--- src/rtl/seqctl_pkg.sv ---
package seqctl_pkg;

  typedef enum logic [3:0] {
    S_IDLE, S_F0_MAR, S_F0_RD, S_F0_INC, S_F1_MAR, S_F1_RD, S_F1_INC,
    S_EXEC, S_LD_RD, S_LD_WB, S_ST_MDR, S_ST_WR
  } seq_state_e;

  typedef enum logic [1:0] {ALU_OR = 2'd0, ALU_ADDA = 2'd1, ALU_ADD = 2'd2} alu_op_e;

  typedef enum logic [1:0] {RES_ALU = 2'd0, RES_MDR = 2'd1, RES_HI = 2'd2, RES_LIT = 2'd3} res_sel_e;

  typedef enum logic [1:0] {MDR_HOLD = 2'd0, MDR_ALU = 2'd1, MDR_MEM = 2'd2} mdr_sel_e;

  typedef enum logic [1:0] {OP_LI = 2'd0, OP_LW = 2'd1, OP_SW = 2'd2, OP_ADD = 2'd3} opcode_e;

endpackage

--- src/rtl/seq_fsm.sv ---
module seq_fsm
  import seqctl_pkg::*;
#(
  parameter int NREG = 8,
  localparam int RAW = $clog2(NREG)
) (
  input  logic           clk,
  input  logic           rst_n,
  input  logic           run,
  input  logic           mem_wait,
  input  opcode_e        op,
  input  logic [RAW-1:0] f_rd,
  input  logic [RAW-1:0] f_ra,
  input  logic [RAW-1:0] f_rb,
  output logic [RAW-1:0] a_sel,
  output logic [RAW-1:0] b_sel,
  output alu_op_e        alu_op,
  output logic           cin,
  output res_sel_e       res_sel,
  output logic           rf_we,
  output logic [RAW-1:0] rf_wsel,
  output logic           mar_ld,
  output mdr_sel_e       mdr_sel,
  output logic           ir0_ld,
  output logic           ir1_ld,
  output logic           mem_rd,
  output logic           mem_wr,
  output logic           busy
);
  localparam logic [RAW-1:0] PC_IDX = RAW'(NREG - 1);

  seq_state_e state_q, state_d;
  seq_state_e after_instr;

  assign after_instr = run ? S_F0_MAR : S_IDLE;
  assign busy = (state_q != S_IDLE);

  always_comb begin
    state_d = state_q;
    a_sel   = '0;
    b_sel   = '0;
    alu_op  = ALU_OR;
    cin     = 1'b0;
    res_sel = RES_ALU;
    rf_we   = 1'b0;
    rf_wsel = '0;
    mar_ld  = 1'b0;
    mdr_sel = MDR_HOLD;
    ir0_ld  = 1'b0;
    ir1_ld  = 1'b0;
    mem_rd  = 1'b0;
    mem_wr  = 1'b0;
    unique case (state_q)
      S_IDLE: if (run) state_d = S_F0_MAR;
      S_F0_MAR, S_F1_MAR: begin
        a_sel   = PC_IDX;
        b_sel   = PC_IDX;
        mar_ld  = 1'b1;
        state_d = (state_q == S_F0_MAR) ? S_F0_RD : S_F1_RD;
      end
      S_F0_RD: begin
        mem_rd = 1'b1;
        ir0_ld = !mem_wait;
        if (!mem_wait) state_d = S_F0_INC;
      end
      S_F1_RD: begin
        mem_rd = 1'b1;
        ir1_ld = !mem_wait;
        if (!mem_wait) state_d = S_F1_INC;
      end
      S_F0_INC, S_F1_INC: begin
        a_sel   = PC_IDX;
        alu_op  = ALU_ADDA;
        cin     = 1'b1;
        rf_we   = 1'b1;
        rf_wsel = PC_IDX;
        state_d = (state_q == S_F0_INC) ? S_F1_MAR : S_EXEC;
      end
      S_EXEC: begin
        unique case (op)
          OP_LI: begin
            res_sel = RES_LIT;
            rf_we   = 1'b1;
            rf_wsel = f_rd;
            state_d = after_instr;
          end
          OP_ADD: begin
            a_sel   = f_ra;
            b_sel   = f_rb;
            alu_op  = ALU_ADD;
            rf_we   = 1'b1;
            rf_wsel = f_rd;
            state_d = after_instr;
          end
          default: begin
            a_sel   = f_ra;
            b_sel   = f_ra;
            mar_ld  = 1'b1;
            state_d = (op == OP_LW) ? S_LD_RD : S_ST_MDR;
          end
        endcase
      end
      S_LD_RD: begin
        mem_rd  = 1'b1;
        mdr_sel = mem_wait ? MDR_HOLD : MDR_MEM;
        if (!mem_wait) state_d = S_LD_WB;
      end
      S_LD_WB: begin
        res_sel = RES_MDR;
        rf_we   = 1'b1;
        rf_wsel = f_rd;
        state_d = after_instr;
      end
      S_ST_MDR: begin
        a_sel   = f_rd;
        b_sel   = f_rd;
        mdr_sel = MDR_ALU;
        state_d = S_ST_WR;
      end
      S_ST_WR: begin
        mem_wr = 1'b1;
        if (!mem_wait) state_d = after_instr;
      end
      default: state_d = S_IDLE;
    endcase
  end

  always_ff @(posedge clk or negedge rst_n) begin
    if (!rst_n) state_q <= S_IDLE;
    else        state_q <= state_d;
  end


  idle_quiet_chk: assert property (@(posedge clk) disable iff (!rst_n)
    (state_q == S_IDLE) |-> (!mem_rd && !mem_wr && !mar_ld));


  fetch_order_chk: assert property (@(posedge clk) disable iff (!rst_n)
    ir1_ld |-> $past(state_q) != S_IDLE);

endmodule

--- src/rtl/mem_dp.sv ---
module mem_dp
  import seqctl_pkg::*;
#(
  parameter int DW   = 8,
  parameter int NREG = 8,
  localparam int RAW = $clog2(NREG),
  localparam int IW  = 2 * DW
) (
  input  logic           clk,
  input  logic           rst_n,
  input  logic [RAW-1:0] a_sel,
  input  logic [RAW-1:0] b_sel,
  input  alu_op_e        alu_op,
  input  logic           cin,
  input  res_sel_e       res_sel,
  input  logic           rf_we,
  input  logic [RAW-1:0] rf_wsel,
  input  logic           mar_ld,
  input  mdr_sel_e       mdr_sel,
  input  logic           ir0_ld,
  input  logic           ir1_ld,
  input  logic [DW-1:0]  mem_rdata,
  output logic [DW-1:0]  mar_q,
  output logic [DW-1:0]  mdr_q,
  output logic [IW-1:0]  ir_q
);
  function automatic logic [DW-1:0] alu_eval(alu_op_e f, logic [DW-1:0] a,
                                             logic [DW-1:0] b, logic c);
    logic [DW-1:0] cw;
    cw = {{(DW-1){1'b0}}, c};
    unique case (f)
      ALU_OR:   return a | b;
      ALU_ADDA: return a + cw;
      ALU_ADD:  return a + b + cw;
      default:  return a;
    endcase
  endfunction

  logic [DW-1:0] rf [NREG];
  logic [DW-1:0] bus_a, bus_b, alu_y, result;

  assign bus_a = rf[a_sel];
  assign bus_b = rf[b_sel];
  assign alu_y = alu_eval(alu_op, bus_a, bus_b, cin);

  always_comb begin
    unique case (res_sel)
      RES_MDR: result = mdr_q;
      RES_HI:  result = ir_q[IW-1:DW];
      RES_LIT: result = ir_q[DW-1:0];
      default: result = alu_y;
    endcase
  end

  always_ff @(posedge clk or negedge rst_n) begin
    if (!rst_n) begin
      for (int i = 0; i < NREG; i++) rf[i] <= '0;
      mar_q <= '0;
      mdr_q <= '0;
      ir_q  <= '0;
    end else begin
      if (rf_we) rf[rf_wsel] <= result;
      if (mar_ld) mar_q <= alu_y;
      unique case (mdr_sel)
        MDR_ALU: mdr_q <= alu_y;
        MDR_MEM: mdr_q <= mem_rdata;
        default: mdr_q <= mdr_q;
      endcase
      if (ir0_ld) ir_q[DW-1:0]  <= mem_rdata;
      if (ir1_ld) ir_q[IW-1:DW] <= mem_rdata;
    end
  end


  ir_capture_chk: assert property (@(posedge clk) disable iff (!rst_n)
    ir0_ld |=> ir_q[DW-1:0] == $past(mem_rdata));


  mdr_capture_chk: assert property (@(posedge clk) disable iff (!rst_n)
    (mdr_sel == MDR_MEM) |=> mdr_q == $past(mem_rdata));

endmodule

--- src/rtl/byte_fetch_seq.sv ---
module byte_fetch_seq
  import seqctl_pkg::*;
#(
  parameter int DW   = 8,
  parameter int NREG = 8,
  localparam int RAW = $clog2(NREG),
  localparam int IW  = 2 * DW
) (
  input  logic          clk,
  input  logic          rst_n,
  input  logic          run,
  input  logic [DW-1:0] mem_rdata,
  input  logic          mem_wait,
  output logic [DW-1:0] mem_addr,
  output logic [DW-1:0] mem_wdata,
  output logic          mem_rd,
  output logic          mem_wr,
  output logic [IW-1:0] instr_o,
  output logic          busy_o
);
  logic [RAW-1:0] a_sel, b_sel, rf_wsel;
  alu_op_e        alu_op;
  res_sel_e       res_sel;
  mdr_sel_e       mdr_sel;
  logic           cin, rf_we, mar_ld, ir0_ld, ir1_ld;
  logic [IW-1:0]  ir_q;
  opcode_e        op;
  logic [RAW-1:0] f_rd, f_ra, f_rb;

  assign op   = opcode_e'(ir_q[IW-1 -: 2]);
  assign f_rd = ir_q[IW-3 -: RAW];
  assign f_ra = ir_q[IW-3-RAW -: RAW];
  assign f_rb = ir_q[DW-1 -: RAW];
  assign instr_o = ir_q;

  seq_fsm #(.NREG(NREG)) fsm_i (
    .clk(clk), .rst_n(rst_n), .run(run), .mem_wait(mem_wait),
    .op(op), .f_rd(f_rd), .f_ra(f_ra), .f_rb(f_rb),
    .a_sel(a_sel), .b_sel(b_sel), .alu_op(alu_op), .cin(cin),
    .res_sel(res_sel), .rf_we(rf_we), .rf_wsel(rf_wsel), .mar_ld(mar_ld),
    .mdr_sel(mdr_sel), .ir0_ld(ir0_ld), .ir1_ld(ir1_ld),
    .mem_rd(mem_rd), .mem_wr(mem_wr), .busy(busy_o)
  );

  mem_dp #(.DW(DW), .NREG(NREG)) dp_i (
    .clk(clk), .rst_n(rst_n), .a_sel(a_sel), .b_sel(b_sel),
    .alu_op(alu_op), .cin(cin), .res_sel(res_sel), .rf_we(rf_we),
    .rf_wsel(rf_wsel), .mar_ld(mar_ld), .mdr_sel(mdr_sel),
    .ir0_ld(ir0_ld), .ir1_ld(ir1_ld), .mem_rdata(mem_rdata),
    .mar_q(mem_addr), .mdr_q(mem_wdata), .ir_q(ir_q)
  );


  rd_hold_chk: assert property (@(posedge clk) disable iff (!rst_n)
    (mem_rd && mem_wait) |=> (mem_rd && $stable(mem_addr)));


  wr_hold_chk: assert property (@(posedge clk) disable iff (!rst_n)
    (mem_wr && mem_wait) |=> (mem_wr && $stable(mem_addr) && $stable(mem_wdata)));


  strobe_excl_chk: assert property (@(posedge clk) disable iff (!rst_n)
    !(mem_rd && mem_wr));


  idle_strobe_chk: assert property (@(posedge clk) disable iff (!rst_n)
    !busy_o |-> (!mem_rd && !mem_wr));

endmodule

--- config.mk ---
export PLATFORM = sky130hd
export DESIGN_NAME = byte_fetch_seq
export DESIGN_NICKNAME = d
export VERILOG_FILES = /design/src/rtl/seqctl_pkg.sv /design/src/rtl/seq_fsm.sv /design/src/rtl/mem_dp.sv /design/src/rtl/byte_fetch_seq.sv
export SDC_FILE = /design/constraint.sdc
export NUM_CORES = 1
export LEC_CHECK = 0
export ABC_AREA = 1
export CAP_MARGIN = 30
export CORE_ASPECT_RATIO = 0.75
export CORE_MARGIN = 4
export CORE_UTILIZATION = 55
export DETAILED_ROUTE_END_ITERATION = 10
export GPL_TIMING_DRIVEN = 0
export PLACE_DENSITY = 0.83
export RECOVER_POWER = 25
export SYNTH_ARGS = -nofsm -noshare
export SYNTH_HDL_FRONTEND = slang
export SYNTH_SLANG_ARGS = --single-unit
--- constraint.sdc ---
create_clock -name clk -period 5.3 [get_ports clk]
set_input_delay 1.06 -clock clk [delete_from_list [all_inputs] [get_ports clk]]
set_output_delay 1.06 -clock clk [all_outputs]
set_load 0.1 [all_outputs]
Word-level counts from Yosys, hierarchy flattened. Index checks and enable logic that the tools add are counted.

Flip-flop bits (word level): 100. Input bits: 12. Output and inout bits: 35. Word-level logic and storage cells: 107.

Add/subtract/negate cells: 3. Order comparisons: 4. Equal/unequal tests: 25. Multiplexer cells: 44. Bitwise gates (word level): 4. Reductions and logical operators: 14.

Operator list (count): bitwise mux 64 bit (1); binary-select mux 8 bit (select 3 bit) (2); one-hot mux 8 bit (3 select lines) (2); 2-to-1 mux 8 bit (5); one-hot mux 4 bit (10 select lines) (1); one-hot mux 3 bit (3 select lines) (3); demux 8 bit (select 3 bit) (1); 2-to-1 mux 4 bit (6); adder 8 x 1 -> 8 bit (2); equality test 4 x 3 -> 1 bit (second input constant) (4); equality test 4 bit (second input constant) (4); one-hot mux 8 bit (2 select lines) (1); >= comparator 4 bit (second input constant) (3); inverter 3 -> 4 bit (3); one-hot mux 2 bit (2 select lines) (3); equality test 2 bit (second input constant) (5); 2-to-1 mux 2 bit (5); != test 2 bit (second input constant) (5); 2-to-1 mux 3 bit (3); adder 8 bit (1); equality test 2 x 1 -> 1 bit (second input constant) (4); equality test 4 x 2 -> 1 bit (second input constant) (2); 2-to-1 mux 1 bit (8); bitwise OR 8 bit (1); 14 further kinds (19).

Depth between registers and ports, before layout. Gate-level depths: netlist (run 1).

Word-level depth: 12. Gate-level depth with buffers: 36. Mapped depth without buffers: 35.

Modules after synthesis. Synthesis (run 1) repeated with hierarchy kept, for this count alone.

Cell total of the unflattened synthesis: 988. Area, all modules: 6646.4 µm².

By module, submodules not included: mem_dp (instances 1, cells an instance 878, area each 6042.0 µm²); seq_fsm (instances 1, cells an instance 110, area each 604.3 µm²).

Least setup slack after synthesis (run 1). No wires, ideal clock.

Path type: flip-flop to flip-flop. Start point: register dp_i.ir_q[14]. End point: register dp_i.rf[62] (netlist bit). Arrival time: 4.541 ns. Required time: 5.183 ns. Setup slack: 0.642 ns. Cell stages (with the launch flop): 32. Period minus slack after synthesis: 4.658 ns. Cell sequence: dfrtp_1 > inv_1 > ha_1 > inv_1 > nand3_1 > nand2_1 > nand2_1 > nand3_1 > clkbuf_1 > clkbuf_1 > o21ai_0 > o21ai_0 > inv_1 > o21ai_0 > inv_1 > ha_1 > nand2_1 > nand2_1 > a21oi_1 > nor2_1 > nor2_1 > nor2_1 > nor2_1 > nand2_1 > nand2_1 > o22ai_1 > inv_1 > nand2_1 > nand2_1 > nand3_2 > nand2_1 > nand2_1.

Longest elaborated chain between the ends: 12. Elaborated cells between the ends (all ways): 42.

Ends and longest elaborated chain: from (decl) (line mem_dp.sv:25) `output logic [IW-1:0] ir_q`; from (signal, indexed assignment) (line mem_dp.sv:69) `if (ir0_ld) ir_q[DW-1:0] <= mem_rdata;`; from (signal, indexed assignment) (line mem_dp.sv:70) `if (ir1_ld) ir_q[IW-1:DW] <= mem_rdata;`; equality test 2 bit or logical NOT 2 bit (tied branches) (line seq_fsm.sv:80) `unique case (op)`; one-hot mux 3 bit (2 select lines) or 2-to-1 mux 3 bit (tied branches) (line seq_fsm.sv:80); one-hot mux 3 bit (3 select lines) (line seq_fsm.sv:53) `unique case (state_q)`; inverter 3 -> 4 bit, on equally long branches (line mem_dp.sv:43, mem_dp.sv:42); binary-select mux 8 bit (select 3 bit), on equally long branches (line mem_dp.sv:43, mem_dp.sv:42); 2-to-1 mux 8 bit, on equally long branches (2 in a row) (line mem_dp.sv:43, mem_dp.sv:42); adder 8 bit (line mem_dp.sv:34) `ALU_ADD: return a + b + cw;`; adder 8 x 1 -> 8 bit (line mem_dp.sv:34); one-hot mux 8 bit (3 select lines) (line mem_dp.sv:31) `unique case (f)`; one-hot mux 8 bit (3 select lines) (line mem_dp.sv:47) `unique case (res_sel)`; bitwise mux 64 bit (line mem_dp.sv:62) `if (rf_we) rf[rf_wsel] <= result;`; to (signal, indexed assignment) (line mem_dp.sv:62); to (decl) (line mem_dp.sv:39) `logic [DW-1:0] rf [NREG];`.

Several ways; a longest one is shown, not always the timed one. The select of a mux whose other input is x is not followed. A chain may end at the register's enable or synchronous reset.

Worst setup path in the final report (run 1).
Start point: register dp_i.ir_q[14]. End point: register dp_i.rf[54] (netlist bit).

The elaborated chain is that of the path after synthesis.

==> results of run 1 <==
[final timing paths]
path	slack, ns	to	cells after the start
worst min-delay path	0.49	dp_i.rf[39]$_DFFE_PN0P_	2
worst max-delay path	0.42	dp_i.rf[54]$_DFFE_PN0P_	31
min in group asynchronous	1.37	fsm_i.state_q[0]$_DFFE_PN0P_	1
worst min register to register	0.49	dp_i.rf[39]$_DFFE_PN0P_	2
worst max register to register	0.42	dp_i.rf[54]$_DFFE_PN0P_	31
max in group asynchronous	1.45	dp_i.rf[18]$_DFFE_PN0P_	2
[routing by layer]
metal,wire (µm),vias up,GRT usage,share of wire
met2,8420,382,0.442,0.41
met5,0,-,0,0
met4,298,0,0.0640,0.015
met3,2510,35,0.0837,0.12
li1,-,3126,-,-
met1,9160,3025,0.468,0.45
[sequential cells by signal, summed over array words and instances (netlist names)]
signal         flops
dp_i.rf           64
dp_i.mar_q         8
dp_i.ir_q         16
dp_i.mdr_q         8
fsm_i.state_q      4
[placed cells by master (no fill, tap or decap), types with 9 or more instances in the layout]
master	n
o21ai_1	10
inv_2	10
nand2_1	373
nand2_2	11
nor2_1	47
clkdlybuf4s50_1	45
clkbuf_16	9
dfrtp_1	100
a21oi_1	27
o21ai_0	68
nand3_1	68
clkbuf_1	11
ha_1	21
inv_1	95
[layout make-up]
class | count | share of cell area
buffer | 27 | 0.0193
clock buffer | 9 | 0.0305
clock inverter | 6 | 0.00660
inverter | 106 | 0.0540
multi-input combinational | 703 | 0.462
sequential | 100 | 0.339
tap | 157 | 0.0266
timing repair buffer | 47 | 0.0621
[cells by family after synthesis]
logic type	count (synthesis)	synth area share
XOR/XNOR	1	0.00136
multiplexers	5	0.00872
buffers and inverters	134	0.0837
adder cells (fa/ha/maj)	22	0.0438
AO/OA/AOI/OAI	143	0.129
flip-flops	100	0.388
AND/OR/NAND/NOR	532	0.346
[critical path, delay by kind of cell, from the launching register on]
family	cells	cell delay, ns
adders and majority gates	2	0.73
DFF	1	0.42
AOI/OAI and AO/OA	5	0.68
buffers and inverters	7	1.08
and+or+nand+nor	17	1.86
[stage by stage]
| stage | setup slack, ns | cell area, µm² | setup TNS [ns] | instances |
|---|---|---|---|---|
| global route | 0.0134 | 7390 | 0 | 1155 |
| finish | 0.421 | 7390 | 0 | 1155 |
| CTS | 0.0547 | 7410 | 0 | 1156 |
| floorplan | 0.642 | 6460 | 0 | 937 |
| detailed placement | 0.0680 | 7140 | 0 | 1141 |
| global placement | -0.607 | 7110 | -59.76 | 1140 |
==> key figures, run 1 <==
Outcome
  • Outcome: finished with violations
  • Failing checks: capacitance limit, slew limit

Worst setup path
  • Crit path launch: dp_i.ir_q[14]$_DFFE_PN0P_
  • Crit path capture type: flop
  • Crit Path Max Fanout: 19
  • Required @ worst endpoint: 5.55 ns
  • CP max stage cell: dfrtp_1
  • CP arrival: 5.13 ns
  • CP max stage delay: 0.42 ns
  • Crit Reg-Reg Startpoint: dp_i.ir_q[14]$_DFFE_PN0P_
  • Setup crit start kind: flop
  • CP dominant cell by count: nand2_1
  • Crit Path Class: reg2reg

Clock network
  • CTS tree: yes
  • # clock sinks: 100
  • Total CTS buffers: 9
  • Clk buf depth: 2
  • Clock-pin slew of the registers on the worst-case setup and hold paths: 0.07 ns
  • Root buffer cell: clkbuf_16
  • Setup Buffers After CTS: 0
  • Post_cts resized: 0
  • Worst skew pair latency: 0.36 ns
  • H-tree depth: 3
  • # hold bufs at CTS: 0

Min path
  • Hold_sp: dp_i.rf[39]$_DFFE_PN0P_
  • Worst hold path type: reg2reg

STA
  • Relative max-transition margin: -0.519
  • Setup violations, final: 0
  • Peak Freq: 205 MHz
  • Hold Fails Final Rpt: 0
  • Final worst hold slack: 0.487 ns
  • Unrepaired setup endpoints after global routing: no
  • Slew Viols, Final: 103
  • Period Utilization, post-route: 0.920
  • Crit path time final: a little under 5 ns
  • Least-Margin Pin Slew: 2.28 ns
  • Worst Skew: 0.0141 ns

Global routing
  • Initial antenna violation count: 0
  • Largest net degree at the start of global routing: 62
  • First-pass GRT wire length: 32100 µm
  • Tot GR Track Use: 0.308
  • Vias in the first global route: 5839
  • Grt ovf: 0

Logic synthesis
  • Synth Register Bits: 100
  • Post-synth EDFFs: 0
  • Post-Syn Nets: 971
  • Synth warn: 0
  • Mean Syn Cell Area: 6.89 µm²
  • Top cell type by total area after synthesis: dfrtp_1
  • Top_reg_cell synth: dfrtp_1
  • Most frequent cell after synthesis: nand2_1
  • Area share of the largest cell type after synthesis: 0.388
  • Fraction of registers with async set/reset: 1.00
  • Post-synthesis cell type count: between 40 and 50
  • Syn Inst Count: 937
  • Cell Area, Synth: approximately 6500 µm²
  • Synth area leaders: dfrtp_1, nand2_1, inv_1, o21ai_0, nand3_1
  • Synth top cells by count: nand2_1, dfrtp_1, inv_1, o21ai_0, nand3_1
  • Sequential-to-total area share from yosys stat: 0.388

Cells and area
  • Ant diodes: 0
  • Final core utilization: 0.661
  • Fillers: 1000
  • Nets: 1028
  • Layout cells sized above 1: 0.0822
  • Area occupied by multi-input gates: 3420 µm²
  • Area Growth Syn to Fin: 14.5%
  • Reg area: 2500 µm²

Detailed routing
  • DRC violations left: 0
  • Routed wire length: 20400 µm
  • Drt first-iter violations: around 1000
  • Post-DRT Antenna Nets: 0
  • WL/cell: 17.7 µm
  • Pre-antenna DRT Iters: 6
  • Vias: 6568
  • Vias per cell: 5.69

Placement
  • Gpl congestion: 0.948
  • Detailed placement HPWL: around 15000 µm
  • IO Port Bufs: 46

Floorplan
  • Ports: 47
  • Die height: roughly 100 µm
  • Core box area: about 11000 µm²
  • Rows: 33
  • Initial Utilization: 0.577
  • DIE WIDTH: 133 µm
  • Die area: 13600 µm²

Flow run
  • MaxCap Viol Count: 2
Power of run 1 is left out: the tool's default activity adds up to more than one toggle a clock period on the data nets, which glitch-free logic cannot reach.
==> run 2, diff against run 1 <==
Settings changed: CORE_UTILIZATION 55 to 50, PLACE_DENSITY 0.83 to 0.78.
==> run 2 against run 1 <==
  * The run still ends with capacitance limit, slew limit left
  * Routed wire length down 2.9%
  * Maximum frequency is 0.40% higher
  * Die area increased by 9.3%
  * Design area is 0.83% higher
  * Hold slack better by 0.0011 ns
  * Critical endpoint is now dp_i.rf[14]$_DFFE_PN0P_
  * Via count fell by 0.82%
  * Clock-buffer cell count grew 1
  * Flip-flop and latch count is the same
  * Global-route usage decreased by 3.5 points
==> key figures, run 2 (synthesized netlist as in run 1, its figures left out) <==
Global routing
  • Tot GR Track Use: 0.273 (-0.0347)
  • Grt ovf: 0 (unchanged)
  • Met1 GRT Util: 0.420 (-0.0476)
  • Met2 Use GR: 0.382 (-0.0598)
  • First-pass GRT wire length: 31700 µm (-1.2%)
  • Initial antenna violation count: 0 (unchanged)
  • Most used routing layer: met1
  • Met3 Use GR: 0.0782 (-0.00542)
  • Largest net degree at the start of global routing: 72 (+16%)
  • Vias in the first global route: 5830 (-0.15%)

Cells and area
  • Largest regs: dp_i.rf: 64 flops, dp_i.ir_q: 16 flops
  • Reg with most FFs: dp_i.rf
  • Final core utilization: 0.599 (-0.0613)
  • Most common cell after layout, fill and taps aside: nand2_1
  • Final instance area: 7450 µm² (+0.83%)
  • Commonest cells after routing, fill and taps aside: nand2_1, dfrtp_1, inv_1
  • Layout cells sized above 1: 0.0829 (+0.000753)
  • Max reg flops: 64 (unchanged)
  • Fillers: 1149 (+15%)
  • Nets: 1030 (+0.19%)
  • Ant diodes: 0 (unchanged)
  • Area Growth Syn to Fin: 15.4%

Worst setup path
  • Setup crit start kind: flop
  • CP dominant cell by count: nand2_1
  • CP max stage delay: 0.41 ns (about the same)
  • Crit Path Class: reg2reg
  • CP max stage cell: dfrtp_1
  • Crit Path Max Fanout: 10 (-9)
  • Path depth of the worst reg2reg path: 31 (unchanged)
  • Crit path capture type: flop
  • CP arrival: 5.10 ns (-0.03 ns)
  • Required @ worst endpoint: 5.54 ns (about the same)

Placement
  • Detailed placement HPWL: 15000 µm (-0.74%)
  • Worst slack, placed: 0.124 ns (+0.0557 ns)
  • Cell Area, Placed: 7160 µm² (+0.26%)
  • Gpl congestion: 1.01 (+6.2%)
  • IO Port Bufs: 46 (unchanged)

Clock network
  • Clk buf depth: 2 (unchanged)
  • Total CTS buffers: 9 (unchanged)
  • H-tree depth: 3 (unchanged)
  • Clock-pin slew of the registers on the worst-case setup and hold paths: 0.07 ns (about the same)
  • Root buffer cell: clkbuf_16
  • # clock sinks: 100 (unchanged)
  • # hold bufs at CTS: 0 (unchanged)
  • CTS tree: yes
  • Worst skew pair latency: 0.36 ns (about the same)

Detailed routing
  • Vias: 6514 (-0.82%)
  • Vias per cell: 5.58 (-1.8%)
  • WL/cell: 17.0 µm (-3.9%)
  • Routed wire length: 19800 µm (-2.9%)
  • Drt first-iter violations: 851 (-14%)
  • Pre-antenna DRT Iters: 8 (+2)
  • DRC violations left: 0 (unchanged)
  • Post-DRT Antenna Nets: 0 (unchanged)

STA
  • Least-Margin Pin Slew: 1.76 ns (-0.514 ns)
  • Crit path time final: 4.86 ns (-0.0194 ns)
  • Worst Skew: 0.00836 ns (-0.00575 ns)
  • Post-route setup slack: 0.441 ns (+0.0194 ns)
  • Hold Fails Final Rpt: 0 (unchanged)
  • Relative max-transition margin: -0.176 (+0.343)
  • Period Utilization, post-route: 0.917 (-0.00367)
  • Peak Freq: 206 MHz (+0.40%)
  • Unrepaired setup endpoints after global routing: no
  • Setup violations, final: 0 (unchanged)
  • Slew Viols, Final: 103 (unchanged)

Min path
  • Worst hold path type: reg2reg
  • Hold path cells: 2 (unchanged)

Outcome
  • Outcome: finished with violations
  • Failing checks: capacitance limit, slew limit

Floorplan
  • Ports: 47 (unchanged)
  • Core box area: 12400 µm² (+11%)
  • Rows: 35 (+6.1%)
  • DIE WIDTH: 139 µm (+4.6%)
  • Initial Utilization: 0.519 (-0.0579)
  • Die height: 106 µm (+4.5%)
  • Die area: 14800 µm² (+9.3%)

Flow run
  • MaxCap Viol Count: 2 (unchanged)
-- run 2: cell types whose count changed in the layout (fill, tap and decap cells not counted), sizes merged --
| cell | change |
|---|---|
| bufinv | +1 |
| clkbuf | +2 |
| buf | +1 |
| clkinvlp | -1 |
-- run 2: metrics by stage --
| stage | std cells | hold slack, ns | setup TNS (ns) |
|---|---|---|---|
| after floorplan | 937 | 0.449 | 0 |
| after detailed placement | 1151 | 0.475 | 0 |
| after global routing | 1167 | 0.517 | 0 |
| after global placement | 1149 | 0.465 | -59.25 |
| after CTS | 1167 | 0.493 | 0 |
| final | 1167 | 0.488 | 0 |
-- run 2: final timing paths --
check                                               start                      endpoint  slack, ns
worst max-delay path            dp_i.ir_q[14]$_DFFE_PN0P_       dp_i.rf[14]$_DFFE_PN0P_       0.44
worst min-delay path              dp_i.rf[29]$_DFFE_PN0P_       dp_i.rf[29]$_DFFE_PN0P_       0.49
worst max register to register  dp_i.ir_q[14]$_DFFE_PN0P_       dp_i.rf[14]$_DFFE_PN0P_       0.44
worst min register to register    dp_i.rf[29]$_DFFE_PN0P_       dp_i.rf[29]$_DFFE_PN0P_       0.49
max in group asynchronous                           rst_n     dp_i.ir_q[12]$_DFFE_PN0P_       1.77
min in group asynchronous                           rst_n  fsm_i.state_q[1]$_DFFE_PN0P_       1.08
-- run 2: layout make-up --
cell class,count,area (µm²),share of cell area
Clock inverter,6,77.6,0.0104
Sequential cell,100,2500,0.336
Timing Repair Buffer,48,467,0.0626
Buffer,28,146,0.0196
Tap cell,166,208,0.0279
Multi-Input combinational cell,703,3410,0.458
Clock buffer,10,239,0.0321
Inverter,106,399,0.0536
-- run 2: repair_timing --
item	CTS	global route
setup endpoints to repair	0	57
resized for setup	0	9
buffers inserted	0	0
-- run 2: layer usage --
metal | vias up | part of all wire
li1 | 3121 | -
met1 | 3027 | 0.46
met3 | 23 | 0.12
met2 | 343 | 0.41
met5 | - | 0
met4 | 0 | 0.010
-- run 2: worst max-delay path, delay by kind of cell (launching register included) --
family,cells,cell delay [ns]
buf+inv,7,1.05
flops,1,0.41
simple gates,17,1.80
fa+ha+maj,2,0.64
compound gates,5,0.82
Power of run 2 is left out for the same reason.
==> run 3, diff against run 2 <==
Settings changed: SLEW_MARGIN set to 10.
==> run 3 against run 2 <==
  * The flow still finishes with violations (capacitance limit, slew limit)
  * Global-route usage about the same
  * Maximum frequency about the same
  * Flip-flop and latch count unchanged
  * Die area unchanged
  * Register-to-register slack about the same
  * Largest cell class unchanged
==> key figures, run 3 (synthesized netlist as in run 1, its figures left out) <==
Cells and area
  • Area Growth Syn to Fin: 15.8%
  • Final instance area: 7480 µm² (+0.30%)
  • Largest regs: dp_i.rf: 64 flops, dp_i.ir_q: 16 flops
  • Fillers: 1164 (+1.3%)
  • Nets: 1031 (+0.097%)
  • Fin cells: 1168 (+0.086%)
  • Layout cells sized above 1: 0.0838 (+0.000915)
  • Reg with most FFs: dp_i.rf
  • Final core utilization: 0.601 (+0.00181)
  • Ant diodes: 0 (unchanged)
  • Most common cell after layout, fill and taps aside: nand2_1
  • Commonest cells after routing, fill and taps aside: nand2_1, dfrtp_1, inv_1
  • Max reg flops: 64 (unchanged)

Clock network
  • Clk buf depth: 2 (unchanged)
  • Clock-pin slew of the registers on the worst-case setup and hold paths: 0.08 ns (about the same)
  • # clock sinks: 100 (unchanged)
  • H-tree depth: 3 (unchanged)
  • Setup Buffers After CTS: 0 (unchanged)
  • Worst skew pair latency: 0.35 ns (about the same)
  • Root buffer cell: clkbuf_16
  • Post_cts resized: 0 (unchanged)
  • Total CTS buffers: 9 (unchanged)
  • CTS tree: yes
  • # hold bufs at CTS: 0 (unchanged)

Worst setup path
  • FF-to-FF End: dp_i.rf[14]$_DFFE_PN0P_
  • Required @ worst endpoint: 5.54 ns (about the same)
  • Path depth of the worst reg2reg path: 31 (unchanged)
  • Crit path launch: dp_i.ir_q[15]$_DFFE_PN0P_
  • Crit-path leading delay family: simple AND/OR/NAND/NOR gates
  • Crit Reg-Reg Startpoint: dp_i.ir_q[15]$_DFFE_PN0P_
  • CP max stage cell: dfrtp_1
  • Crit path capture type: flop
  • CP dominant cell by count: nand2_1
  • CP Buf/Inv Count: 7 (unchanged)
  • CP max stage delay: 0.43 ns (+0.02 ns)
  • Crit Path Max Fanout: 10 (unchanged)
  • Setup crit start kind: flop
  • Crit Path Class: reg2reg
  • CP arrival: 5.10 ns (about the same)
  • R2R setup slack: 0.44 ns (about the same)

Detailed routing
  • Pre-antenna DRT Iters: 5 (-3)
  • WL/cell: 17.0 µm (+0.41%)
  • Drt first-iter violations: 873 (+2.6%)
  • DRC violations left: 0 (unchanged)
  • Vias: 6555 (+0.63%)
  • Vias per cell: 5.61 (+0.54%)
  • Post-DRT Antenna Nets: 0 (unchanged)
  • Routed wire length: 19900 µm (+0.50%)

Global routing
  • Tot GR Track Use: 0.273 (+0.000361)
  • Initial antenna violation count: 0 (unchanged)
  • Vias in the first global route: 5837 (+0.12%)
  • Largest net degree at the start of global routing: 64 (-11%)
  • First-pass GRT wire length: 31600 µm (-0.35%)
  • Grt ovf: 0 (unchanged)

STA
  • Relative max-transition margin: -1.35 (-1.17)
  • Unrepaired setup endpoints after global routing: no
  • Setup violations, final: 0 (unchanged)
  • Least-Margin Pin Slew: 3.52 ns (+1.76 ns)
  • Peak Freq: 206 MHz (about the same)
  • Period Utilization, post-route: 0.916 (about the same)
  • Hold Fails Final Rpt: 0 (unchanged)
  • Worst Skew: 0.00853 ns (+0.000169 ns)
  • Post-route setup slack: 0.444 ns (+0.00272 ns)
  • Crit path time final: 4.86 ns (-0.00272 ns)
  • Slew Viols, Final: 63 (-39%)

Placement
  • Cell Area, Placed: 7150 µm² (-0.10%)
  • Cell Count Post-Placement: 1151 (unchanged)
  • Detailed placement HPWL: 15000 µm (-0.40%)
  • Worst slack, placed: 0.172 ns (+0.0481 ns)
  • IO Port Bufs: 46 (unchanged)
  • Gpl congestion: 1.01 (unchanged)

Outcome
  • Outcome: finished with violations
  • Failing checks: capacitance limit, slew limit

Flow run
  • MaxCap Viol Count: 1 (-1)

Floorplan
  • Initial Utilization: 0.519 (unchanged)
  • Die area: 14800 µm² (unchanged)
  • Rows: 35 (unchanged)
  • Ports: 47 (unchanged)
  • Core box area: 12400 µm² (unchanged)
  • DIE WIDTH: 139 µm (unchanged)
  • Die height: 106 µm (unchanged)

Min path
  • Hold path cells: 2 (unchanged)
  • Worst hold path type: reg2reg
  • Hold Path End: dp_i.rf[61]$_DFFE_PN0P_
  • Hold_sp: dp_i.rf[61]$_DFFE_PN0P_
run 3: changes by cell type in the layout (fill, tap and decap cells not counted), sizes merged:
cell,change
buf,+2
clkbuf,-2
inv,+1
run 3: metrics by stage:
stage	setup TNS (ns)	hold slack, ns
detailed placement	0	0.468
global route	0	0.505
floorplan	0	0.449
finish	0	0.495
CTS	0	0.486
global placement	-59.25	0.465
run 3: final cells by class:
| type | count | area (µm²) | share of cell area |
|---|---|---|---|
| timing repair buffer | 49 | 489 | 0.0654 |
| clock inverter | 7 | 91.3 | 0.0122 |
| inverter | 106 | 399 | 0.0534 |
| multi-input combinational | 703 | 3410 | 0.457 |
| buffer | 28 | 146 | 0.0196 |
| clock buffer | 9 | 225 | 0.0301 |
| sequential | 100 | 2500 | 0.335 |
| tap | 166 | 208 | 0.0278 |
run 3: tightest hold or removal path, cell delays in order, from the launching register on:
cell	delay, ns
dfrtp_1	0.35
nand2_1	0.06
nand2_1	0.06
run 3: metal layers:
layer / GRT usage / vias to the layer above / part of all wire
li1: - / 3126 / -
met1: 0.423 / 3039 / 0.46
met2: 0.373 / 358 / 0.40
met3: 0.0823 / 32 / 0.12
met4: 0.0573 / 0 / 0.016
met5: 0 / - / 0
run 3: worst max-delay path by stage:
stage,slack (ns),cells after the start,to
3_3_place_gp,-0.60,1,dp_i.rf[57]$_DFFE_PN0P_
2_1_floorplan,0.64,31,dp_i.rf[62]$_DFFE_PN0P_
5_1_grt,0.03,31,dp_i.rf[38]$_DFFE_PN0P_
6_report,0.44,31,dp_i.rf[14]$_DFFE_PN0P_
4_1_cts,0.15,31,dp_i.rf[14]$_DFFE_PN0P_
3_5_place_dp,0.17,31,dp_i.rf[14]$_DFFE_PN0P_
Power of run 3 is left out for the same reason.
